File: src/rtl/irq_agg_pkg.sv
package irq_agg_pkg;

    localparam int MBOX_CNT    = 8;
    localparam int REG_DW      = 32;
    localparam int REG_AW      = 8;
    localparam logic [REG_AW-1:0] OFS_STATUS = 8'h40;
    localparam logic [REG_AW-1:0] OFS_ENABLE = 8'h44;

    typedef enum logic [1:0] {
        SIG_OFF    = 2'd0,
        SIG_LEGACY = 2'd1,
        SIG_MSG    = 2'd2
    } sig_mode_e;

    typedef struct packed {
        logic msg;
        logic level;
        logic up;
        logic down;
    } sig_out_t;

    function automatic sig_mode_e pick_mode(input logic msg_en, input logic legacy_off);
        if (msg_en)
            return SIG_MSG;
        else if (legacy_off)
            return SIG_OFF;
        else
            return SIG_LEGACY;
    endfunction

endpackage

File: src/rtl/irq_src_bank.sv
module irq_src_bank
    import irq_agg_pkg::*;
#(
    parameter int NUM_MBOX = MBOX_CNT,
    parameter int DATA_W   = REG_DW,
    parameter int ADDR_W   = REG_AW,
    parameter logic [ADDR_W-1:0] STAT_OFS = OFS_STATUS,
    parameter logic [ADDR_W-1:0] EN_OFS   = OFS_ENABLE,
    localparam int NUM_SRC = NUM_MBOX + 1
) (
    input  logic                clk,
    input  logic                rst,
    input  logic [NUM_MBOX-1:0] set_pulse,
    input  logic                lbus_line,
    input  logic                wr,
    input  logic [ADDR_W-1:0]   addr,
    input  logic [DATA_W-1:0]   wdata,
    output logic [NUM_SRC-1:0]  stat,
    output logic [NUM_SRC-1:0]  en
);

    logic                hit_stat;
    logic                hit_en;
    logic [NUM_MBOX-1:0] mb_stat;
    logic [NUM_MBOX-1:0] clr_mask;
    logic                lb_q;
    logic [NUM_SRC-1:0]  en_q;

    assign hit_stat = wr && (addr == STAT_OFS);
    assign hit_en   = wr && (addr == EN_OFS);

    for (genvar g = 0; g < NUM_MBOX; g++) begin : g_mbox
        logic bit_q;
        assign clr_mask[g] = hit_stat && wdata[g];
        always_ff @(posedge clk) begin
            if (rst)
                bit_q <= 1'b0;
            else if (set_pulse[g])
                bit_q <= 1'b1;
            else if (clr_mask[g])
                bit_q <= 1'b0;
        end
        assign mb_stat[g] = bit_q;
    end

    always_ff @(posedge clk) begin
        if (rst) begin
            lb_q <= 1'b0;
            en_q <= '0;
        end else begin
            lb_q <= lbus_line;
            if (hit_en)
                en_q <= wdata[NUM_SRC-1:0];
        end
    end

    assign stat = {lb_q, mb_stat};
    assign en   = en_q;

    // a set bit survives unless a clear was requested
    assert_mbox_hold_R1: assert property (@(posedge clk) disable iff (rst)
        ((mb_stat & $past(mb_stat & ~clr_mask)) == $past(mb_stat & ~clr_mask)));

    // a set pulse always lands, even against a clear
    assert_set_wins_R2: assert property (@(posedge clk) disable iff (rst)
        ((mb_stat & $past(set_pulse)) == $past(set_pulse)));

    // local-bus status mirrors its line, untouched by writes
    assert_lbus_mirror_R3: assert property (@(posedge clk) disable iff (rst)
        (stat[NUM_MBOX] == $past(lbus_line)));

endmodule

File: src/rtl/irq_signal_ctl.sv
module irq_signal_ctl
    import irq_agg_pkg::*;
(
    input  logic clk,
    input  logic rst,
    input  logic pending,
    input  logic msg_en,
    input  logic legacy_off,
    output logic msg_req,
    output logic level,
    output logic level_up,
    output logic level_down
);

    sig_mode_e mode;
    logic      level_nxt;
    logic      pend_q;
    sig_out_t  out_q;

    assign mode      = pick_mode(msg_en, legacy_off);
    assign level_nxt = pending && (mode == SIG_LEGACY);

    always_ff @(posedge clk) begin
        if (rst) begin
            pend_q <= 1'b0;
            out_q  <= '0;
        end else begin
            pend_q      <= pending;
            out_q.msg   <= (mode == SIG_MSG) && pending && !pend_q;
            out_q.level <= level_nxt;
            out_q.up    <= level_nxt && !out_q.level;
            out_q.down  <= !level_nxt && out_q.level;
        end
    end

    assign msg_req    = out_q.msg;
    assign level      = out_q.level;
    assign level_up   = out_q.up;
    assign level_down = out_q.down;

    assert_msg_single_R5: assert property (@(posedge clk) disable iff (rst)
        msg_req |=> !msg_req);

    assert_msg_mode_R5: assert property (@(posedge clk) disable iff (rst)
        msg_req |-> $past(msg_en));

    assert_legacy_off_R6: assert property (@(posedge clk) disable iff (rst)
        $past(legacy_off) |-> !level);

    assert_up_edge_R7: assert property (@(posedge clk) disable iff (rst)
        level_up |-> (level && !$past(level)));

    assert_down_edge_R7: assert property (@(posedge clk) disable iff (rst)
        level_down |-> (!level && $past(level)));

    assert_strobe_excl_R7: assert property (@(posedge clk) disable iff (rst)
        !(level_up && level_down));

    assert_switch_release_R8: assert property (@(posedge clk) disable iff (rst)
        ($past(level) && ($past(msg_en) || $past(legacy_off))) |-> level_down);

endmodule

File: src/rtl/irq_reg_read.sv
module irq_reg_read
    import irq_agg_pkg::*;
#(
    parameter int NUM_SRC = MBOX_CNT + 1,
    parameter int DATA_W  = REG_DW,
    parameter int ADDR_W  = REG_AW,
    parameter logic [ADDR_W-1:0] STAT_OFS = OFS_STATUS,
    parameter logic [ADDR_W-1:0] EN_OFS   = OFS_ENABLE
) (
    input  logic               clk,
    input  logic               rst,
    input  logic [ADDR_W-1:0]  addr,
    input  logic [NUM_SRC-1:0] stat,
    input  logic [NUM_SRC-1:0] en,
    output logic [DATA_W-1:0]  rdata
);

    logic [DATA_W-1:0] rd_q;

    always_ff @(posedge clk) begin
        if (rst) begin
            rd_q <= '0;
        end else begin
            rd_q <= '0;
            if (addr == STAT_OFS)
                rd_q[NUM_SRC-1:0] <= stat;
            else if (addr == EN_OFS)
                rd_q[NUM_SRC-1:0] <= en;
        end
    end

    assign rdata = rd_q;

    assert_unmapped_zero_R10: assert property (@(posedge clk) disable iff (rst)
        (rdata != '0) |-> ($past(addr) == STAT_OFS || $past(addr) == EN_OFS));

endmodule

File: src/rtl/intr_fanin_ctl.sv
module intr_fanin_ctl
    import irq_agg_pkg::*;
#(
    parameter int NUM_MBOX = MBOX_CNT,
    parameter int DATA_W   = REG_DW,
    parameter int ADDR_W   = REG_AW,
    parameter logic [ADDR_W-1:0] STAT_OFS = OFS_STATUS,
    parameter logic [ADDR_W-1:0] EN_OFS   = OFS_ENABLE
) (
    input  logic                clk,
    input  logic                rst,
    input  logic [NUM_MBOX-1:0] mbox_set,
    input  logic                lbus_irq,
    input  logic                reg_wr,
    input  logic [ADDR_W-1:0]   reg_addr,
    input  logic [DATA_W-1:0]   reg_wdata,
    output logic [DATA_W-1:0]   reg_rdata,
    input  logic                cfg_msi_en,
    input  logic                cfg_intx_off,
    output logic                msi_req,
    output logic                inta_level,
    output logic                inta_msg_assert,
    output logic                inta_msg_deassert
);

    localparam int NUM_SRC = NUM_MBOX + 1;

    logic [NUM_SRC-1:0] stat;
    logic [NUM_SRC-1:0] en;
    logic               pending;

    irq_src_bank #(
        .NUM_MBOX (NUM_MBOX),
        .DATA_W   (DATA_W),
        .ADDR_W   (ADDR_W),
        .STAT_OFS (STAT_OFS),
        .EN_OFS   (EN_OFS)
    ) u_bank (
        .clk       (clk),
        .rst       (rst),
        .set_pulse (mbox_set),
        .lbus_line (lbus_irq),
        .wr        (reg_wr),
        .addr      (reg_addr),
        .wdata     (reg_wdata),
        .stat      (stat),
        .en        (en)
    );

    assign pending = |(stat & en);

    irq_signal_ctl u_sig (
        .clk        (clk),
        .rst        (rst),
        .pending    (pending),
        .msg_en     (cfg_msi_en),
        .legacy_off (cfg_intx_off),
        .msg_req    (msi_req),
        .level      (inta_level),
        .level_up   (inta_msg_assert),
        .level_down (inta_msg_deassert)
    );

    irq_reg_read #(
        .NUM_SRC  (NUM_SRC),
        .DATA_W   (DATA_W),
        .ADDR_W   (ADDR_W),
        .STAT_OFS (STAT_OFS),
        .EN_OFS   (EN_OFS)
    ) u_rd (
        .clk   (clk),
        .rst   (rst),
        .addr  (reg_addr),
        .stat  (stat),
        .en    (en),
        .rdata (reg_rdata)
    );

    // with no enabled pending source, no new request can appear
    assert_gate_R4: assert property (@(posedge clk) disable iff (rst)
        !$past(pending) |-> (!msi_req && !inta_msg_assert));

endmodule

File: config.mk
export PLATFORM = sky130hd
export DESIGN_NAME = intr_fanin_ctl
export DESIGN_NICKNAME = d
export VERILOG_FILES = /design/src/rtl/irq_agg_pkg.sv /design/src/rtl/irq_src_bank.sv /design/src/rtl/irq_signal_ctl.sv /design/src/rtl/irq_reg_read.sv /design/src/rtl/intr_fanin_ctl.sv
export SDC_FILE = /design/constraint.sdc
export NUM_CORES = 1
export LEC_CHECK = 0
export BUFFER_PORTS_ARGS = -buffer_cell sky130_fd_sc_hd__buf_2
export CAP_MARGIN = 20
export CORE_ASPECT_RATIO = 1.75
export CORE_MARGIN = 10
export CORE_UTILIZATION = 45
export DETAILED_ROUTE_END_ITERATION = 10
export GPL_ROUTABILITY_DRIVEN = 0
export PLACE_DENSITY = 0.88
export SLEW_MARGIN = 20
export SYNTH_ARGS = -nofsm -noshare
export SYNTH_HDL_FRONTEND = slang
export SYNTH_SLANG_ARGS = --single-unit
File: constraint.sdc
create_clock -name clk -period 2.95 [get_ports clk]
set_clock_uncertainty 0.05 [all_clocks]
set_input_delay 0.295 -clock clk [delete_from_list [all_inputs] [get_ports clk]]
set_output_delay 0.295 -clock clk [all_outputs]
set_load 0.01 [all_outputs]
# Yosys cells after proc, flatten, opt, wreduce, memory -nomap -nowiden
# Cells that the tools add are included.
# totals
reg_bits	55
in_bits	54
output_inout_bits	36
elab_cells	69
# classes
eq_ne	4
muxes	20
bitwise_logic	1
reduce_logical	27
# ops
operator	n
9-bit 2-to-1 mux	2
1-bit 2-to-1 mux	17
8-bit by 7-bit == test with 1-bit output, second input constant	2
2-bit nonzero test	8
1-bit logical AND	15
9-bit bitwise AND	1
9-bit OR reduction	1
1-bit zero test	3
2-bit by 1-bit == test with 1-bit output, second input constant	1
2-bit == test, second input constant	1
2-bit 2-to-1 mux	1

# Logic depth before layout (Yosys ltp)
# Gate-level depths: netlist of run 1.
# logic_depth
ltp_word	6
mapped_depth	4
depth_no_buf	3

# Hierarchy
# From an unflattened synthesis of run 1, not the netlist that was laid out.
# unflattened
hier_cells	160
area_unflattened_um2	1652.8
# modules_own_cells
mod	n_inst	cells_each	area_per_inst_um2	seq_area_each_um2
irq_src_bank	1	87	864.6	360.3
irq_reg_read	1	56	580.6	180.2
irq_signal_ctl	1	12	161.4	100.1
intr_fanin_ctl	1	5	46.3	0.0

# Worst setup path after synthesis of run 1
# Ideal clock, no wire load.
# synth_path
kind	input port to flip-flop
from	input reg_addr[7]
to	register u_bank.g_mbox[0].bit_q
setup_time_ns	0.133
t_arrival_ns	1.038
required_ns	2.767
path_slack_ns	1.728
cell_stages	4
n_path_buf	1
cell_sequence	nor4b_4 > and4b_1 > buf_4 > a311oi_1
# synth_via
elab_chain_cells	4
# synth_rtl
item	line_no	rtl
start: declaration	intr_fanin_ctl.sv:15	input logic [ADDR_W-1:0] reg_addr,
8-bit by 7-bit == test with 1-bit output	irq_src_bank.sv:29	assign hit_stat = wr && (addr == STAT_OFS);
1-bit logical AND	irq_src_bank.sv:29	
1-bit logical AND	irq_src_bank.sv:34	assign clr_mask[g] = hit_stat && wdata[g];
2-bit nonzero test (no line)	-	
end signal: assignment	irq_src_bank.sv:37	bit_q <= 1'b0;
end signal: assignment	irq_src_bank.sv:39	bit_q <= 1'b1;
end signal: assignment	irq_src_bank.sv:41	bit_q <= 1'b0;
end: declaration	irq_src_bank.sv:33	logic bit_q;
# Every way passes these cells.
# A chain may end at the register's enable or synchronous reset.

# Worst setup path in the final report of run 1
# layout_path
from	input reg_addr[7]
to	register u_bank.g_mbox[5].bit_q
# layout_via
elab_chain_cells	4
# layout_rtl
item	line_no
8-bit by 7-bit == test with 1-bit output	irq_src_bank.sv:29
1-bit logical AND	irq_src_bank.sv:29
1-bit logical AND	irq_src_bank.sv:34
2-bit nonzero test (no line)	-
end signal: assignment	irq_src_bank.sv:37
end signal: assignment	irq_src_bank.sv:39
end signal: assignment	irq_src_bank.sv:41
end: declaration	irq_src_bank.sv:33
# Every way passes these cells.

==> results of run 1 <==
per-stage QoR:
step / hold WS, ps / power, mW / std cells / area, um^2 / setup WS (ps)
2_1_floorplan: 316.6 / 0.5221 / 172 / 1514 / 1728
3_3_place_gp: 331.1 / 0.5279 / 229 / 1573 / 1388
3_5_place_dp: 348.9 / 0.5302 / 229 / 1573 / 1338
4_1_cts: 146.8 / 0.9369 / 237 / 1680 / 1585
5_1_grt: 167.5 / 0.9641 / 237 / 1680 / 1512
6_report: 154.9 / 0.9290 / 237 / 1680 / 1605
path summary, 6_finish.rpt:
check	startpoint	endpoint	slack (ps)	cells past startpoint
setup / recovery	reg_addr[7]	u_bank.g_mbox[5].bit_q	1610	4
hold / removal	cfg_intx_off	u_sig.level	150	2
setup reg to reg	u_bank.en[1]	u_sig.level_down	1620	3
hold reg to reg	u_sig.pend_q	u_sig.msg_req	350	1
power groups by stage:
stage | registers (mW) | logic [mW] | clock network [mW]
floorplan | 0.455 | 0.0667 | 0
global placement | 0.457 | 0.0708 | 0
detailed placement | 0.457 | 0.0729 | 0
CTS | 0.448 | 0.0733 | 0.416
global route | 0.448 | 0.0847 | 0.431
finish | 0.448 | 0.0744 | 0.407
layer usage:
layer	GRT usage (%)	vias up	part of all wire [%]
met2	18.21	53	50
li1	-	554	-
met4	6.180	0	2.6
met3	5.450	7	9.0
met5	0	-	0
met1	9.738	497	39
synth_stat cells (all sizes together):
master / count / area share (%)
mux2i: 18 / 13
nor2: 19 / 5.0
conb: 1 / 0.26
nand2: 18 / 4.7
and4: 1 / 0.61
a222oi: 1 / 0.70
nor4: 1 / 0.44
nor2b: 1 / 0.44
or4: 1 / 0.52
nor4b: 3 / 3.3
o311a: 1 / 0.70
a311oi: 8 / 4.9
nand3: 2 / 1.4
and4b: 1 / 0.70
nor3: 1 / 0.35
inv: 9 / 2.4
dfxtp: 32 / 45
clkbuf: 3 / 0.79
a22oi: 3 / 1.6
buf: 26 / 14
state kept, by name, indices dropped and copies added (netlist names):
name	count
u_sig.msg_req	1
u_sig.level_up	1
u_rd.rdata	9
u_sig.level_down	1
u_bank.g_mbox.bit_q	8
u_sig.pend_q	1
u_bank.en	9
u_bank.lb_q	1
u_sig.level	1
kinds of logic (layout without fill, tap and decap cells):
family / after synthesis / after routing / share of synthesized area [%]
mux: 18 / 18 / 12.59
buf+inv: 38 / 60 / 17.05
simple gates: 48 / 48 / 17.48
other cells: 1 / 23 / 0.2620
compound gates: 13 / 13 / 7.867
flops: 32 / 32 / 44.75
cell type report:
cell class                 count  area, um^2  area share (%)
clock buffer                   6       72.57           4.319
timing repair buffer          43       215.2           12.81
inverter                       9       33.78           2.010
multi-input combinational    102       629.4           37.45
clock inverter                 2       35.03           2.085
tap                           43       53.80           3.202
sequential                    32       640.6           38.12
==> impl_metrics.xml, run 1 <==
<?xml version="1.0" encoding="UTF-8"?>
<metrics>
  <group name="drt">
    <metric name="totalWireLength" unit="um">3167</metric>
    <metric name="drt_pre_antenna_iters" unit="">5</metric>
    <metric name="wl_cell" unit="um">13.36</metric>
    <metric name="ant_nets" unit="">0</metric>
    <metric name="drcViolationCount" unit="">0</metric>
    <metric name="route.detailed.vias_per_inst" unit="">4.688</metric>
    <metric name="drt_first_iter_violations" unit="">25</metric>
    <metric name="vias" unit="">1111</metric>
  </group>
  <group name="synthesis">
    <metric name="post_synth.cell_area_avg" unit="um^2">9.542</metric>
    <metric name="synthesis.instances" unit="">150</metric>
    <metric name="synth.ff_latch_count" unit="">32</metric>
    <metric name="yosysSeqAreaShare" unit="%">44.76</metric>
    <metric name="syn-cell-area" unit="mm^2">0.001431</metric>
    <metric name="synth.lib_cells_used.distinct" unit="">23</metric>
    <metric name="ys.warnings.count" unit="">0</metric>
  </group>
  <group name="flow_run">
    <metric name="max_cap_viol_count" unit="">0</metric>
  </group>
  <group name="place">
    <metric name="io_buffer_count" unit="">43</metric>
    <metric name="hpwlAfterDp" unit="um">2554</metric>
  </group>
  <group name="power_and_ir_drop">
    <metric name="pwr_density_cell" unit="mW/mm^2">552.9</metric>
    <metric name="p_sw" unit="mW">0.2084</metric>
    <metric name="intPower" unit="mW">0.7206</metric>
    <metric name="seq_power_share" unit="%">48.2</metric>
    <metric name="netSwitchingFraction" unit="%">22.43</metric>
    <metric name="leakagePower" unit="nW">0.8556</metric>
    <metric name="irDropWorstVdd" unit="V">0.0004930</metric>
    <metric name="power.share.combinational" unit="%">8.0</metric>
    <metric name="pwr-share-clk" unit="%">43.8</metric>
  </group>
  <group name="timing">
    <metric name="finalWorstPathRequiredPeriod" unit="ps">1345</metric>
    <metric name="setup_viol" unit="">0</metric>
    <metric name="timing.final.hold_violations" unit="">0</metric>
    <metric name="max_slew_margin" unit="%">63.25</metric>
    <metric name="grt_setup_unrepaired" unit="">no</metric>
    <metric name="drv_slew" unit="">0</metric>
    <metric name="tightest_slew" unit="ps">550.7</metric>
    <metric name="fin_crit_sh" unit="%">45.58</metric>
    <metric name="setup_total_negative_slack" unit="ps">0</metric>
    <metric name="max_freq" unit="GHz">0.7437</metric>
  </group>
  <group name="final_layout">
    <metric name="share_of_final_layout_standard_cells_stronger_than_drive_strength_1" unit="%">27.84</metric>
    <metric name="final_common_cell" unit="">sky130_fd_sc_hd__buf_2</metric>
    <metric name="diodes_inserted" unit="">0</metric>
    <metric name="final_core_util" unit="%">54.07</metric>
    <metric name="fill_cell_count" unit="">314</metric>
    <metric name="area_growth" unit="%">17.39</metric>
    <metric name="mostFrequentLayoutCells" unit="">43 x sky130_fd_sc_hd__buf_2, 32 x sky130_fd_sc_hd__dfxtp_1, 23 x sky130_fd_sc_hd__conb_1, 19 x sky130_fd_sc_hd__nor2_1</metric>
    <metric name="finish.net_count" unit="">247</metric>
  </group>
  <group name="clock_tree">
    <metric name="ctsResizeCount" unit="">0</metric>
    <metric name="cts_buffers" unit="">5</metric>
    <metric name="cts_post_setup_buffers_inserted" unit="">0</metric>
    <metric name="cts.sink_count" unit="">32</metric>
    <metric name="tritoncts" unit="">yes</metric>
    <metric name="max-clock-path-buffers" unit="">2</metric>
    <metric name="cts.reportedPaths.clkPinSlew" unit="ps">60</metric>
    <metric name="clk_latency" unit="ps">280</metric>
    <metric name="postCtsHoldBufs" unit="">0</metric>
    <metric name="cts-htree-levels" unit="">2</metric>
    <metric name="cts_root_buffer" unit="">sky130_fd_sc_hd__clkbuf_8</metric>
  </group>
  <group name="worst_setup_path">
    <metric name="setup.worst_path.end_class" unit="">register</metric>
    <metric name="path_cells" unit="">buf_2 &gt; nor4b_4 &gt; and4b_1 &gt; a311oi_1</metric>
    <metric name="largest_incremental_delay_on_the_critical_path" unit="ps">490</metric>
    <metric name="critPathLaunchType" unit="">primary input</metric>
    <metric name="timing.critical_path.fanout_max" unit="">8</metric>
    <metric name="timing.setup.critical_path_class" unit="">primary input to register</metric>
    <metric name="critical-path-top-delay-family" unit="">simple AND/OR/NAND/NOR gates</metric>
    <metric name="cp_num_buf_inv" unit="">1</metric>
    <metric name="timing.critical_path.slowest_stage_cell" unit="">sky130_fd_sc_hd__and4b_1</metric>
    <metric name="worst_ep_required_time" unit="ps">3040</metric>
    <metric name="crit_arrival" unit="ps">1430</metric>
  </group>
  <group name="outcome">
    <metric name="status" unit="">complete, no violations</metric>
  </group>
  <group name="global_routing">
    <metric name="grt_max_degree" unit="">21</metric>
    <metric name="gr-usage-all-layers" unit="%">10.51</metric>
    <metric name="grt_first_pass_wirelength" unit="um">4947</metric>
    <metric name="first_global_vias" unit="">1161</metric>
    <metric name="global_route.overflow_total" unit="">0</metric>
    <metric name="number_of_antenna_violations_at_the_first_check_in_global_routing" unit="">0</metric>
  </group>
  <group name="die">
    <metric name="die_area" unit="mm^2">0.005926</metric>
    <metric name="initial_core_util" unit="%">46.05</metric>
    <metric name="placeableCoreArea" unit="mm^2">0.003108</metric>
    <metric name="die_width" unit="um">62.64</metric>
    <metric name="std_cell_rows" unit="">27</metric>
    <metric name="io_pins" unit="">90</metric>
    <metric name="fp.dieH" unit="um">94.61</metric>
  </group>
  <group name="hold_path">
    <metric name="worstHoldPathType" unit="">primary input to register</metric>
  </group>
</metrics>
No activity file was read; power rests on OpenSTA's default activity.
==> run 2, diff against run 1 <==
--- a/config.mk
+++ b/config.mk
@@ -5,14 +5,15 @@
 export SDC_FILE = /design/constraint.sdc
 export NUM_CORES = 1
 export LEC_CHECK = 0
+export ABC_AREA = 1
 export BUFFER_PORTS_ARGS = -buffer_cell sky130_fd_sc_hd__buf_2
 export CAP_MARGIN = 20
 export CORE_ASPECT_RATIO = 1.75
 export CORE_MARGIN = 10
-export CORE_UTILIZATION = 45
+export CORE_UTILIZATION = 39
 export DETAILED_ROUTE_END_ITERATION = 10
 export GPL_ROUTABILITY_DRIVEN = 0
-export PLACE_DENSITY = 0.88
+export PLACE_DENSITY = 0.8
 export SLEW_MARGIN = 20
 export SYNTH_ARGS = -nofsm -noshare
 export SYNTH_HDL_FRONTEND = slang
==> constraint.sdc (replaced) <==
create_clock -name clk -period 1.2 [get_ports clk]
set_clock_uncertainty 0.05 [all_clocks]
set_input_delay 0.12 -clock clk [delete_from_list [all_inputs] [get_ports clk]]
set_output_delay 0.12 -clock clk [all_outputs]
set_load 0.01 [all_outputs]
==> impl_metrics.xml, run 2 <==
<?xml version="1.0" encoding="UTF-8"?>
<metrics>
  <group name="timing">
    <metric name="grt_setup_unrepaired" unit="">no</metric>
    <metric name="fin_crit_sh" unit="%">89.31</metric>
    <metric name="setup_total_negative_slack" unit="ps">0</metric>
    <metric name="finalWorstPathRequiredPeriod" unit="ps">1072</metric>
    <metric name="setup_viol" unit="">0</metric>
    <metric name="drv_slew" unit="">0</metric>
    <metric name="finalWorstSetupSlack" unit="ps">128.3</metric>
    <metric name="timing.final.hold_violations" unit="">0</metric>
    <metric name="max_freq" unit="GHz">0.9331</metric>
  </group>
  <group name="worst_setup_path">
    <metric name="crit_arrival" unit="ps">1200</metric>
    <metric name="worst_ep_required_time" unit="ps">1330</metric>
    <metric name="critical-path-top-cell-by-count" unit="">sky130_fd_sc_hd__nand2_1</metric>
    <metric name="largest_incremental_delay_on_the_critical_path" unit="ps">330</metric>
    <metric name="setup.worst_path.end_class" unit="">register</metric>
    <metric name="path_cells" unit="">nand2_1 &gt; nand3_2 &gt; nor2_2 &gt; nand2_1 &gt; nand2_1 &gt; inv_1 &gt; nand2_1 &gt; nor2_1</metric>
    <metric name="timing.critical_path.fanout_max" unit="">3</metric>
    <metric name="timing.reg2reg.worst_path_depth" unit="">8</metric>
    <metric name="timing.setup.critical_path_class" unit="">register to register</metric>
    <metric name="timing.critical_path.slowest_stage_cell" unit="">sky130_fd_sc_hd__dfxtp_2</metric>
    <metric name="critPathLaunchType" unit="">register</metric>
  </group>
  <group name="power_and_ir_drop">
    <metric name="p_sw" unit="mW">0.5128</metric>
    <metric name="netSwitchingFraction" unit="%">24.19</metric>
    <metric name="pwr_density_cell" unit="mW/mm^2">1169</metric>
    <metric name="leakagePower" unit="nW">0.9104</metric>
    <metric name="pwr-share-clk" unit="%">39.6</metric>
    <metric name="seq_power_share" unit="%">52.0</metric>
    <metric name="intPower" unit="mW">1.607</metric>
    <metric name="irDropWorstVdd" unit="V">0.0004801</metric>
    <metric name="power.share.combinational" unit="%">8.4</metric>
  </group>
  <group name="clock_tree">
    <metric name="max-clock-path-buffers" unit="">2</metric>
    <metric name="cts.reportedPaths.clkPinSlew" unit="ps">70</metric>
    <metric name="clk_latency" unit="ps">280</metric>
    <metric name="tritoncts" unit="">yes</metric>
    <metric name="cts.sink_count" unit="">32</metric>
    <metric name="cts_post_setup_buffers_inserted" unit="">0</metric>
    <metric name="cts-htree-levels" unit="">2</metric>
    <metric name="cts_buffers" unit="">5</metric>
    <metric name="cts_root_buffer" unit="">sky130_fd_sc_hd__clkbuf_8</metric>
  </group>
  <group name="hold_path">
    <metric name="worstHoldPathType" unit="">primary input to register</metric>
    <metric name="worstHoldPathCells" unit="">3</metric>
  </group>
  <group name="place">
    <metric name="pre_cts_slack" unit="ps">48.99</metric>
    <metric name="io_buffer_count" unit="">43</metric>
    <metric name="hpwlAfterDp" unit="um">2639</metric>
  </group>
  <group name="synthesis">
    <metric name="synth.lib_cells_used.distinct" unit="">21</metric>
    <metric name="yosysTopAreaCell" unit="">sky130_fd_sc_hd__dfxtp_1</metric>
    <metric name="yosys.cell_count.top_type" unit="">sky130_fd_sc_hd__nand2_1</metric>
    <metric name="ys.warnings.count" unit="">0</metric>
    <metric name="post_synth.cell_area_avg" unit="um^2">8.030</metric>
    <metric name="yosys-top-cells-area" unit="">sky130_fd_sc_hd__dfxtp_1 42%, sky130_fd_sc_hd__nand2_1 13%, sky130_fd_sc_hd__buf_4 11%, sky130_fd_sc_hd__a21oi_2 5.8%, sky130_fd_sc_hd__a21oi_1 5.6%</metric>
    <metric name="synth_enable_flop_cells" unit="">0</metric>
    <metric name="yosysSeqAreaShare" unit="%">42.21</metric>
    <metric name="synth.ff_latch_count" unit="">32</metric>
    <metric name="postSynth.asyncResetShare" unit="%">0</metric>
    <metric name="synth-main-ff-cell" unit="">sky130_fd_sc_hd__dfxtp_1</metric>
    <metric name="synth.cells.most_frequent" unit="">51 x sky130_fd_sc_hd__nand2_1, 32 x sky130_fd_sc_hd__dfxtp_1, 23 x sky130_fd_sc_hd__buf_4, 17 x sky130_fd_sc_hd__a21oi_1, 17 x sky130_fd_sc_hd__nand3_1</metric>
    <metric name="syn-cell-area" unit="mm^2">0.001518</metric>
    <metric name="synthesis.instances" unit="">189</metric>
    <metric name="post-synth-top-area-fraction" unit="%">42.21</metric>
  </group>
  <group name="die">
    <metric name="fp.dieH" unit="um">102.5</metric>
    <metric name="std_cell_rows" unit="">30</metric>
    <metric name="initial_core_util" unit="%">39.64</metric>
    <metric name="placeableCoreArea" unit="mm^2">0.003829</metric>
    <metric name="die_area" unit="mm^2">0.006885</metric>
    <metric name="die_width" unit="um">67.16</metric>
    <metric name="io_pins" unit="">90</metric>
  </group>
  <group name="drt">
    <metric name="drt_first_iter_violations" unit="">47</metric>
    <metric name="totalWireLength" unit="um">3331</metric>
    <metric name="wl_cell" unit="um">11.73</metric>
    <metric name="route.detailed.vias_per_inst" unit="">4.444</metric>
    <metric name="drcViolationCount" unit="">0</metric>
    <metric name="drt_pre_antenna_iters" unit="">4</metric>
    <metric name="vias" unit="">1262</metric>
    <metric name="ant_nets" unit="">0</metric>
  </group>
  <group name="final_layout">
    <metric name="diodes_inserted" unit="">0</metric>
    <metric name="share_of_final_layout_standard_cells_stronger_than_drive_strength_1" unit="%">33.47</metric>
    <metric name="area_growth" unit="%">19.54</metric>
    <metric name="final_common_cell" unit="">sky130_fd_sc_hd__nand2_1</metric>
    <metric name="final_core_util" unit="%">47.39</metric>
    <metric name="finish.net_count" unit="">289</metric>
    <metric name="mostFrequentLayoutCells" unit="">51 x sky130_fd_sc_hd__nand2_1, 43 x sky130_fd_sc_hd__buf_2, 30 x sky130_fd_sc_hd__dfxtp_1, 23 x sky130_fd_sc_hd__conb_1, 17 x sky130_fd_sc_hd__a21oi_1</metric>
  </group>
  <group name="outcome">
    <metric name="status" unit="">complete, no violations</metric>
  </group>
  <group name="global_routing">
    <metric name="global_route.overflow_total" unit="">0</metric>
    <metric name="first_global_vias" unit="">1321</metric>
    <metric name="grt_first_pass_wirelength" unit="um">5313</metric>
    <metric name="number_of_antenna_violations_at_the_first_check_in_global_routing" unit="">0</metric>
    <metric name="gr-usage-all-layers" unit="%">9.772</metric>
    <metric name="grt_max_degree" unit="">24</metric>
  </group>
  <group name="flow_run">
    <metric name="max_cap_viol_count" unit="">0</metric>
  </group>
</metrics>
==> run 2: changes by cell type in the layout (fill, tap and decap cells not counted), moves of 3 or more <==
cell,before,now
sky130_fd_sc_hd__a21oi_1,0,17
sky130_fd_sc_hd__a21oi_2,0,10
sky130_fd_sc_hd__a22oi_1,3,0
sky130_fd_sc_hd__a311oi_1,8,0
sky130_fd_sc_hd__inv_1,9,13
sky130_fd_sc_hd__mux2i_1,18,0
sky130_fd_sc_hd__nand2_1,18,51
sky130_fd_sc_hd__nand3_1,0,16
sky130_fd_sc_hd__nor2_1,19,6
sky130_fd_sc_hd__nor2_2,0,3
==> run 2: kinds of logic (layout without fill, tap and decap cells) <==
group	after synthesis	in the layout	share of synthesized area, %
AND/OR/NAND/NOR	86	86	28.36
other	1	23	0.2471
buffers and inverters	43	68	17.81
flip-flops	32	32	42.21
AO/OA/AOI/OAI	27	27	11.38
==> run 2: layer usage <==
layer | up-vias | track usage [%] | part of all wire (%) | wire length [um]
met1 | 558 | 8.784 | 37 | 1247
li1 | 640 | - | - | -
met5 | - | 0 | 0 | 0
met3 | 5 | 3.264 | 8.5 | 283
met4 | 0 | 6.667 | 2.6 | 86
met2 | 59 | 17.60 | 51 | 1713
==> run 2: timing repair <==
item / CTS / global route
setup endpoints to repair: 0 / 2
hold endpoints to repair: 1 / 0
gates resized for setup: 0 / 4
hold buffers: 1 / 0
==> run 2: per-stage QoR <==
stage / hold slack, ps / instances / power (mW) / instance area, um^2
2_1_floorplan: 177.0 / 211 / 1.277 / 1600
3_3_place_gp: 275.1 / 275 / 1.293 / 1702
3_5_place_dp: 280.5 / 275 / 1.297 / 1702
4_1_cts: 11.27 / 284 / 2.137 / 1804
5_1_grt: 31.16 / 284 / 2.204 / 1814
6_report: 17.58 / 284 / 2.120 / 1814
==> run 2: final cells by class <==
type                       count  area [um^2]
inverter                      13        48.80
timing repair buffer          47        272.8
tap                           48        60.06
sequential                    32        643.1
multi-input combinational    136        696.9
clock inverter                 2        10.01
clock buffer                   6        82.58
fill                         400         2014
==> run 2: worst paths after layout <==
check,end,slack (ps),startpoint
max,u_sig.level_up,130,u_bank.g_mbox[5].bit_q
min,u_sig.msg_req,20,cfg_msi_en
min reg2reg,u_sig.msg_req,330,u_sig.pend_q
max reg2reg,u_sig.level_up,130,u_bank.g_mbox[5].bit_q
==> run 2: critical path, delay by kind of cell, from the launching register on <==
| family | cells | cell delay, ps |
|---|---|---|
| AND/OR/NAND/NOR | 7 | 550 |
| flip-flops | 1 | 330 |
| buffers and inverters | 1 | 50 |
==> run 2: power groups by stage <==
stage                     logic, mW  registers (mW)  clock network [mW]
after floorplan               0.157            1.12                   0
after global placement        0.170            1.12                   0
after detailed placement      0.173            1.12                   0
after CTS                     0.176            1.10               0.861
after global routing          0.200            1.10               0.900
final                         0.179            1.10               0.840
